File: src/rtl/glue_pkg.sv
package glue_pkg;
  typedef enum logic [2:0] {
    REG_RAM_LOW,
    REG_KBD,
    REG_ACK,
    REG_IO,
    REG_RAM_PROT
  } region_e;
endpackage

File: src/rtl/glue_addr_decode.sv
module glue_addr_decode
  import glue_pkg::*;
#(
  parameter int ADDR_W    = 16,
  parameter logic [ADDR_W-1:0] KBD_BASE  = 16'hC000,
  parameter logic [ADDR_W-1:0] ACK_BASE  = 16'hC010,
  parameter logic [ADDR_W-1:0] IO_BASE   = 16'hC020,
  parameter logic [ADDR_W-1:0] PROT_BASE = 16'hC100
) (
  input  logic [ADDR_W-1:0] addr,
  output region_e           region,
  output logic              ram_sel,
  output logic              kbd_sel,
  output logic              ack_sel,
  output logic              io_sel,
  output logic              prot_hit
);
  always_comb begin
    if (addr < KBD_BASE)       region = REG_RAM_LOW;
    else if (addr < ACK_BASE)  region = REG_KBD;
    else if (addr < IO_BASE)   region = REG_ACK;
    else if (addr < PROT_BASE) region = REG_IO;
    else                       region = REG_RAM_PROT;
  end

  assign ram_sel  = (region == REG_RAM_LOW) || (region == REG_RAM_PROT);
  assign kbd_sel  = (region == REG_KBD);
  assign ack_sel  = (region == REG_ACK);
  assign io_sel   = (region == REG_IO);
  assign prot_hit = (region == REG_RAM_PROT);
endmodule

File: src/rtl/glue_key_latch.sv
module glue_key_latch #(
  parameter int CODE_W = 7
) (
  input  logic              clk,
  input  logic              rst,
  input  logic              key_stb,
  input  logic [CODE_W-1:0] key_code,
  input  logic              ack_hit,
  output logic [CODE_W:0]   kbd_data
);
  logic              flag_q;
  logic [CODE_W-1:0] code_q;

  always_ff @(posedge clk) begin
    if (rst) begin
      flag_q <= 1'b0;
      code_q <= '0;
    end else begin
      if (key_stb) begin
        flag_q <= 1'b1;
        code_q <= key_code;
      end else if (ack_hit) begin
        flag_q <= 1'b0;
      end
    end
  end

  assign kbd_data = {flag_q, code_q};
endmodule

File: src/rtl/glue_strobe_gen.sv
module glue_strobe_gen (
  input  logic rw,
  input  logic phi2,
  input  logic init_mode,
  input  logic ram_sel,
  input  logic prot_hit,
  output logic mem_rd,
  output logic mem_wr,
  output logic ram_we
);
  logic write_ok;

  assign mem_rd   = rw & phi2;
  assign mem_wr   = ~rw & phi2;
  assign write_ok = init_mode | ~prot_hit;
  assign ram_we   = mem_wr & ram_sel & write_ok;
endmodule

File: src/rtl/bus_glue_decoder.sv
module bus_glue_decoder
  import glue_pkg::*;
#(
  parameter int ADDR_W = 16,
  parameter int CODE_W = 7,
  parameter logic [ADDR_W-1:0] KBD_BASE  = 16'hC000,
  parameter logic [ADDR_W-1:0] ACK_BASE  = 16'hC010,
  parameter logic [ADDR_W-1:0] IO_BASE   = 16'hC020,
  parameter logic [ADDR_W-1:0] PROT_BASE = 16'hC100
) (
  input  logic              clk,
  input  logic              rst,
  input  logic [ADDR_W-1:0] addr,
  input  logic              rw,
  input  logic              phi2,
  input  logic              init_mode,
  input  logic              key_stb,
  input  logic [CODE_W-1:0] key_code,
  output logic              ram_sel,
  output logic              kbd_sel,
  output logic              ack_sel,
  output logic              io_sel,
  output logic              mem_rd,
  output logic              mem_wr,
  output logic              ram_we,
  output logic [CODE_W:0]   kbd_data
);
  region_e region;
  logic    prot_hit;
  logic    ack_hit;

  glue_addr_decode #(
    .ADDR_W(ADDR_W), .KBD_BASE(KBD_BASE), .ACK_BASE(ACK_BASE),
    .IO_BASE(IO_BASE), .PROT_BASE(PROT_BASE)
  ) u_dec (
    .addr(addr), .region(region), .ram_sel(ram_sel), .kbd_sel(kbd_sel),
    .ack_sel(ack_sel), .io_sel(io_sel), .prot_hit(prot_hit)
  );

  assign ack_hit = ack_sel & phi2;

  glue_key_latch #(.CODE_W(CODE_W)) u_key (
    .clk(clk), .rst(rst), .key_stb(key_stb), .key_code(key_code),
    .ack_hit(ack_hit), .kbd_data(kbd_data)
  );

  glue_strobe_gen u_stb (
    .rw(rw), .phi2(phi2), .init_mode(init_mode), .ram_sel(ram_sel),
    .prot_hit(prot_hit), .mem_rd(mem_rd), .mem_wr(mem_wr), .ram_we(ram_we)
  );
endmodule

File: config.mk
export PLATFORM = sky130hd
export DESIGN_NAME = bus_glue_decoder
export DESIGN_NICKNAME = d
export VERILOG_FILES = /design/src/rtl/glue_pkg.sv /design/src/rtl/glue_addr_decode.sv /design/src/rtl/glue_key_latch.sv /design/src/rtl/glue_strobe_gen.sv /design/src/rtl/bus_glue_decoder.sv
export SDC_FILE = /design/constraint.sdc
export NUM_CORES = 1
export LEC_CHECK = 0
export ABC_AREA = 1
export BUFFER_PORTS_ARGS = -buffer_cell sky130_fd_sc_hd__buf_2
export CAP_MARGIN = 20
export CORE_AREA = 2 2 39 41
export CTS_BUF_LIST = sky130_fd_sc_hd__clkbuf_8
export DETAILED_ROUTE_END_ITERATION = 7
export DIE_AREA = 0 0 41 43
export GPL_TIMING_DRIVEN = 0
export HOLD_SLACK_MARGIN = 0.06
export PLACE_DENSITY = 0.74
export REMOVE_ABC_BUFFERS = 1
export SLEW_MARGIN = 20
export SYNTH_ARGS = -nofsm -noshare
export SYNTH_HDL_FRONTEND = slang
export SYNTH_HIERARCHICAL = 1
export SYNTH_SLANG_ARGS = --single-unit
File: constraint.sdc
create_clock -name clk -period 1.6 [get_ports clk]
set_input_delay 0.48 -clock clk [delete_from_list [all_inputs] [get_ports clk]]
set_output_delay 0.48 -clock clk [all_outputs]
set_load 0.01 [all_outputs]
; Yosys cells after proc, flatten, opt, wreduce, memory -nomap -nowiden
; Cells that the tools add are included.
[op_classes]
n_lt_le_gt_ge = 4
eq_ne = 4
mux = 6
n_bitwise = 8
reduce_logical = 3
[op_table]
columns = op, n
row1 = < comparator 16 bit (second input constant), 4
row2 = two-way mux 3 bit, 4
row3 = == test 3 x 2 -> 1 bit (second input constant), 2
row4 = bitwise AND 1 bit, 5
row5 = == test 3 x 1 -> 1 bit (second input constant), 1
row6 = == test 3 bit (second input constant), 1
row7 = zero test 3 bit, 1
row8 = two-way mux 1 bit, 2
row9 = inverter 1 bit, 2
row10 = nonzero test 2 bit, 1
row11 = logical OR 1 bit, 1
row12 = bitwise OR 1 bit, 1
[totals]
reg_bits = 8
inputBits = 29
output_inout_bits = 15
wordCells = 27

; Depth between registers and ports, before layout
; Gate-level depths: netlist of the first run.
[logic_depth]
ltp_word = 9
depth_mapped = 10
ltp_nobuf = 10

; By module
; Netlist of the first run, hierarchy kept.
[modules_own_cells]
columns = mod, n_inst, cells_each, area_each_um2, seq_area_each_um2
row1 = glue_key_latch, 1, 35, 279.0, 160.2
row2 = glue_addr_decode, 1, 35, 146.4, 0.0
row3 = glue_strobe_gen, 1, 9, 35.0, 0.0
row4 = bus_glue_decoder, 1, 2, 7.5, 0.0

; Worst setup path after synthesis of the first run
; Ideal clock, no wire load.
[synth_timing]
path_kind = in2out
startpoint = in addr[12]
endpoint = out ram_we
arrival_ns = 1.004
slack_ns = 0.116
stages = 6
cell_sequence = nor2_1 > nand3_1 > nor2b_1 > inv_1 > nor2_1 > nor2_1
[synth_via]
elab_chain_len = 9
[synth_rtl]
columns = item, line_no
row1 = from (decl), bus_glue_decoder.sv:13  ; input logic [ADDR_W-1:0] addr,
row2 = < comparator 16 bit, glue_addr_decode.sv:22  ; else if (addr < PROT_BASE) region = REG_IO;
row3 = two-way mux 3 bit, glue_addr_decode.sv:22
row4 = two-way mux 3 bit, glue_addr_decode.sv:21  ; else if (addr < IO_BASE) region = REG_ACK;
row5 = two-way mux 3 bit, glue_addr_decode.sv:20  ; else if (addr < ACK_BASE) region = REG_KBD;
row6 = two-way mux 3 bit (*), glue_addr_decode.sv:19  ; if (addr < KBD_BASE) region = REG_RAM_LOW;
row7 = == test 3 bit (*), glue_addr_decode.sv:30  ; assign prot_hit = (region == REG_RAM_PROT);
row8 = named net prot_hit, bus_glue_decoder.sv:29  ; logic prot_hit;
row9 = logical OR 1 bit / inverter 1 bit (equally long branches), "glue_addr_decode.sv:26, glue_strobe_gen.sv:15"
row10 = bitwise AND 1 bit / bitwise OR 1 bit (equally long branches), "glue_strobe_gen.sv:16, glue_strobe_gen.sv:15"
row11 = bitwise AND 1 bit (*), glue_strobe_gen.sv:16  ; assign ram_we = mem_wr & ram_sel & write_ok;
row12 = to (decl), bus_glue_decoder.sv:25  ; output logic ram_we,
; Mark *: on every way through the listed nets, which the timed path passes. The rest lies on a longest branch.

; Worst setup path in the final report of the first run
[layout_timing]
startpoint = in addr[13]
endpoint = out ram_we
[layout_via]
elab_chain_len = 9
[layout_rtl]
columns = item, line_no
row1 = < comparator 16 bit, glue_addr_decode.sv:22
row2 = two-way mux 3 bit, glue_addr_decode.sv:22
row3 = two-way mux 3 bit, glue_addr_decode.sv:21
row4 = two-way mux 3 bit, glue_addr_decode.sv:20
row5 = two-way mux 3 bit (*), glue_addr_decode.sv:19
row6 = == test 3 bit / zero test 3 bit (equally long branches), "glue_addr_decode.sv:26, glue_addr_decode.sv:30"
row7 = logical OR 1 bit / inverter 1 bit (equally long branches), "glue_addr_decode.sv:26, glue_strobe_gen.sv:15"
row8 = bitwise AND 1 bit / bitwise OR 1 bit (equally long branches), "glue_strobe_gen.sv:16, glue_strobe_gen.sv:15"
row9 = bitwise AND 1 bit (*), glue_strobe_gen.sv:16
; Mark *: on every way between the ends. The rest lies on a longest branch, timed or not.

==> reports/qor.yml, run 1 <==
status:
  status: "complete, but fails checks"
  violations: "negative setup slack"
cts:
  cts_buffer_depth: 2
  clock_sinks: 8
  cts_tree: "built"
  cts_inserted_buffers: 3
  ctsHoldBuffers: 0
  clock_latency_ns: 0.22
  htreeDepth: 1
  root_buffer: "clkbuf_8"
  clk_pin_slew_ns: 0.04
sta:
  hold_viol: 0
  fin_skew_ns: 0
  maxSlewHeadroom: 0.890
  hold_ws_ns: 0.429
  fin_crit_ns: 1.65
  slew_violations: 0
  rsz0062_at_grt: "yes"
  fin_ws_ns: -0.0506
  max_freq_mhz: 606
  period_share: 1.03
  setup_viol: 4
  tightest_slew_ns: 0.163
drt:
  wire_per_inst_um: 10.3
  num_vias: 595
  wl_met2_um: 816
  drc_errors: 0
  dr_wl_met3_um: 62
  drt-met1-wl_um: 526
  dr.first_iter.drc_count: 4
  routed.top_layer: "met3"
  antenna_left: 0
  wirelength_mm: 1.41
  vias_per_cell: 4.38
  first_pass_iters: 4
setup_path:
  required_ns: 1.12
  cp_max_fo: 5
  startpoint_type: "input pin"
  critical_path_class: "in -> out"
  endpoint_kind: "output pin"
  crit_arrival_ns: 1.17
placed_design:
  dp.cells: 128
  place_area_um2: 646
  io_buffer_count: 39
  dp_hpwl_um: 904
  gp_congestion: 0.753
pwr:
  p_switching_w: 0.000147
  p_seq_frac: 0.372
  p_sw_frac: 0.248
  internal-power_w: 0.000446
  p_clk_frac: 0.395
  ir_drop_uv: 801
  p_leak_nw: 0.474
  pwr-share-comb: 0.233
  p_per_area_nw_per_um2: 680
layout:
  fin_area_um2: 871
  multi_input_area_um2: 272
  layoutNonFillerInstCount: 136
  syn2layout_area_growth_pct: 98.9
  nets: 151
  n_fill_cell: 121
  utilization: 0.629
  seq_area_um2: 160
  drive_above_1_share: 0.633
  insertedDiodeCount: 0
min_path:
  hold_path_class: "in -> reg"
floorplanning:
  fp.coreArea_um2: 1380
  row_count: 14
  io_pins: 44
  die_y_um: 43
  die_x_um: 41
  die-area_um2: 1760
  start_util: 0.316
global_routing:
  grt_max_degree: 9
  antenna_found_initial: 0
  grt_pass1_vias: 509
  overflow: 0
  grt_usage: 0.153
  grt_pass1_wl_mm: 1.88
yosys:
  syn-cell-area_um2: 438
  avgSynthCellArea_um2: 5.92
  synthCells: 74
  yosys_warnings: 6
run:
  maxCapViolCount: 0
registers in the layout, indices dropped and copies added (netlist names):
| signal | count |
|---|---|
| u_key/code_q | 7 |
| u_key/flag_q | 1 |
power groups by stage:
stage | combinational [W] | clock (W) | sequential (W)
floorplan | 0.0000383 | 0 | 0.000230
global placement | 0.000101 | 0 | 0.000223
detailed placement | 0.000103 | 0 | 0.000223
CTS | 0.000112 | 0.000239 | 0.000220
global route | 0.000152 | 0.000254 | 0.000221
finish | 0.000138 | 0.000234 | 0.000220
layout make-up:
class / count / share of cell area
inverters: 17 / 0.0790
clock buffers: 3 / 0.0474
multi-input cells: 48 / 0.312
flip-flops and latches: 8 / 0.184
repair buffers: 44 / 0.355
well taps: 16 / 0.0230
worst max-delay path, stage by stage:
cell and delay, ns:
buf_6 0.10, inv_2 0.04, nand2_2 0.05, nor2_2 0.10
nand2_2 0.12, nand3_1 0.11, nor2_1 0.04, buf_2 0.13
metal layers:
| layer | track usage | vias up |
|---|---|---|
| met5 | 0 | - |
| met4 | 0.0333 | 0 |
| met3 | 0.0838 | 0 |
| met2 | 0.259 | 14 |
| met1 | 0.155 | 275 |
| li1 | - | 306 |
final timing paths:
kind / startpoint / endpoint / slack, ns / cells past startpoint
setup / recovery: addr[13] / ram_we / -0.05 / 8
hold reg to reg: u_key/flag_q / u_key/flag_q / 0.47 / 2
setup reg to reg: u_key/code_q[5] / u_key/code_q[5] / 0.98 / 2
hold / removal: rst / u_key/flag_q / 0.43 / 2
layout by cell type (no fill, tap or decap):
master,count
buf_2,31
nand2_1,2
clkinv_4,1
buf_6,7
buf_4,2
a21oi_2,1
nand3_2,1
dfxtp_1,8
buf_8,4
nor2_1,18
nor2b_1,1
nor2_2,3
inv_1,7
inv_2,9
o21ai_0,7
nand2_2,9
nor2_4,5
clkbuf_8,3
nand3_1,1
through the flow:
step / setup TNS, ns / setup slack, ns / power [W]
finish: -0.138 / -0.0506 / 0.000593
global placement: -0.0798 / -0.0466 / 0.000323
detailed placement: -0.104 / -0.0539 / 0.000326
global route: -0.324 / -0.130 / 0.000627
floorplan: 0 / 0.132 / 0.000269
CTS: -0.0241 / -0.0224 / 0.000571
repair_timing:
item | 4_1_cts | 5_1_grt
buffers inserted | 5 | 0
endpoints found under the setup margin | 2 | 5
resized for setup | 8 | 37
pin swaps | 5 | 9
Note: power is estimated with default switching activity, not from simulation.
==> run 2, diff against run 1 <==
--- a/config.mk
+++ b/config.mk
@@ -5,7 +5,6 @@
 export SDC_FILE = /design/constraint.sdc
 export NUM_CORES = 1
 export LEC_CHECK = 0
-export ABC_AREA = 1
 export BUFFER_PORTS_ARGS = -buffer_cell sky130_fd_sc_hd__buf_2
 export CAP_MARGIN = 20
 export CORE_AREA = 2 2 39 41
@@ -14,7 +13,7 @@
 export DIE_AREA = 0 0 41 43
 export GPL_TIMING_DRIVEN = 0
 export HOLD_SLACK_MARGIN = 0.06
-export PLACE_DENSITY = 0.74
+export PLACE_DENSITY = 0.71
 export REMOVE_ABC_BUFFERS = 1
 export SLEW_MARGIN = 20
 export SYNTH_ARGS = -nofsm -noshare
==> run 2 against run 1 <==
  * The flow still finishes with violations (negative setup slack)
  * Sequential cell count unchanged
  * First-iteration DRC count unchanged
  * Cell count down 26%
  * Clock skew unchanged
  * Register-to-register slack better by 0.02 ns
  * Combinational power down 28%
  * Total power down 6.3%
==> reports/qor.yml, run 2 <==
floorplanning:
  io_pins: 44  # unchanged
  start_util: 0.289  # -0.0271
  die_x_um: 41  # unchanged
  row_count: 14  # unchanged
  fp.coreArea_um2: 1380  # unchanged
  die-area_um2: 1760  # unchanged
  die_y_um: 43  # unchanged
setup_path:
  required_ns: 1.12  # about the same
  rrSetupSlack_ns: 1.00  # +0.02 ns
  cp-startpoint: "addr[8]"
  critical_path_class: "in -> out"
  crit_arrival_ns: 1.74  # +0.57 ns
  r2r_start: "u_key/code_q[2]"
  startpoint_type: "input pin"
  endpoint_kind: "output pin"
  cp_max_fo: 3  # -2
cts:
  root_buffer: "clkbuf_8"
  clk_pin_slew_ns: 0.04  # about the same
  clock_latency_ns: 0.23  # about the same
  clock_sinks: 8  # unchanged
  cts_tree: "built"
  cts_inserted_buffers: 3  # unchanged
  ctsHoldBuffers: 0  # unchanged
  cts_buffer_depth: 2  # unchanged
  htreeDepth: 1  # unchanged
layout:
  nets: 115  # -24%
  drive_above_1_share: 0.583  # -0.0500
  top_register: "u_key/code_q"
  syn2layout_area_growth_pct: 74.1
  layoutNonFillerInstCount: 100  # -26%
  layout_common_cells: "buf_2 (38), dfxtp_1 (8), mux2i_1 (7), nor2_1 (7)"
  utilization: 0.504  # -0.126
  layout_commonest_cell: "buf_2"
  insertedDiodeCount: 0  # unchanged
  top_regs: "u_key/code_q x7, u_key/flag_q x1"
  largest_reg_flops: 7  # unchanged
drt:
  num_vias: 443  # -26%
  wire_per_inst_um: 10.5  # +1.9%
  antenna_left: 0  # unchanged
  drc_errors: 0  # unchanged
  first_pass_iters: 4  # unchanged
  wirelength_mm: 1.05  # -25%
  vias_per_cell: 4.43  # +1.3%
  dr.first_iter.drc_count: 4  # unchanged
placed_design:
  dp_hpwl_um: 852  # -5.7%
  gp_congestion: 0.658  # -13%
  pre_cts_slack_ns: -0.721  # -0.667 ns
  io_buffer_count: 39  # unchanged
  dp.cells: 95  # -26%
sta:
  maxSlewHeadroom: 0.768  # -0.122
  hold_viol: 0  # unchanged
  max_freq_mhz: 451  # -26%
  fin_ws_ns: -0.619  # -0.569 ns
  tightest_slew_ns: 0.346  # +0.183 ns
  period_share: 1.39  # +0.355
  setup_viol: 6  # +2
  fin_crit_ns: 2.22  # +0.569 ns
  fin_tns_setup_ns: -2.51  # -2.37 ns
  fin_skew_ns: 0  # unchanged
  rsz0062_at_grt: "yes"
  slew_violations: 0  # unchanged
yosys:
  yosys_warnings: 6  # unchanged
  syn-cell-area_um2: 400  # -8.6%
  avgSynthCellArea_um2: 9.10  # +54%
  synthCells: 44  # -41%
pwr:
  p_per_area_nw_per_um2: 796  # +17%
  total_power_w: 0.000555  # -6.3%
  p_leak_nw: 0.378  # -20%
  ir_drop_uv: 480  # -40%
global_routing:
  overflow: 0  # unchanged
  grt_usage: 0.141  # -0.0116
  grt_pass1_vias: 412  # -19%
  grt_pass1_wl_mm: 1.65  # -12%
  grt_max_degree: 9  # unchanged
  antenna_found_initial: 0  # unchanged
status:
  status: "complete, but fails checks"
  violations: "negative setup slack"
min_path:
  hold_path_class: "reg -> reg"
  min_from: "u_key/flag_q"
run:
  maxCapViolCount: 0  # unchanged
## run 2: timing repair
item / 4_1_cts / 5_1_grt
resized for setup: 7 / 2
pin swaps: 5 / 3
endpoints found under the setup margin: 6 / 6
setup buffers: 2 / 0
gates cloned: 0 / 0
## run 2: report_power, final
group,leakage [nW],total [W],internal [W],switching (W)
Clock,0.0216,0.000237,0.000163,0.0000744
Sequential,0.0662,0.000218,0.000213,0.00000506
Combinational,0.290,0.000100,0.0000536,0.0000468
Total,0.378,0.000555,0.000429,0.000126
## run 2: cell type report
cell class	count	area, um^2
fill	132	687
multi-input combinational	30	244
timing repair buffer	41	224
sequential	8	160
clock buffer	3	41.3
tap	16	20.0
inverter	2	7.51
## run 2: metrics by stage
stage	area [um^2]	hold WS [ns]
final	697	0.458
after global routing	697	0.499
after CTS	682	0.463
after detailed placement	588	0.460
after global placement	588	0.461
after floorplan	373	0.487
## run 2: metal layers
layer,up-vias,wire length [um],global-route usage
met2,8,605,0.234
met3,0,38,0.0524
met1,206,410,0.144
li1,229,-,-
met4,0,0,0.0733
met5,-,0,0
## run 2: worst max-delay path, stage by stage
cell	delay [ns]
buf_6	0.09
or4_4	0.54
o311a_1	0.30
nand2b_1	0.07
and3_1	0.14
buf_2	0.12
## run 2: final timing paths
kind,to,cells after the start
worst max register to register,u_key/code_q[2],2
worst max-delay path,ram_we,6
worst min register to register,u_key/flag_q,2
worst min-delay path,u_key/flag_q,2
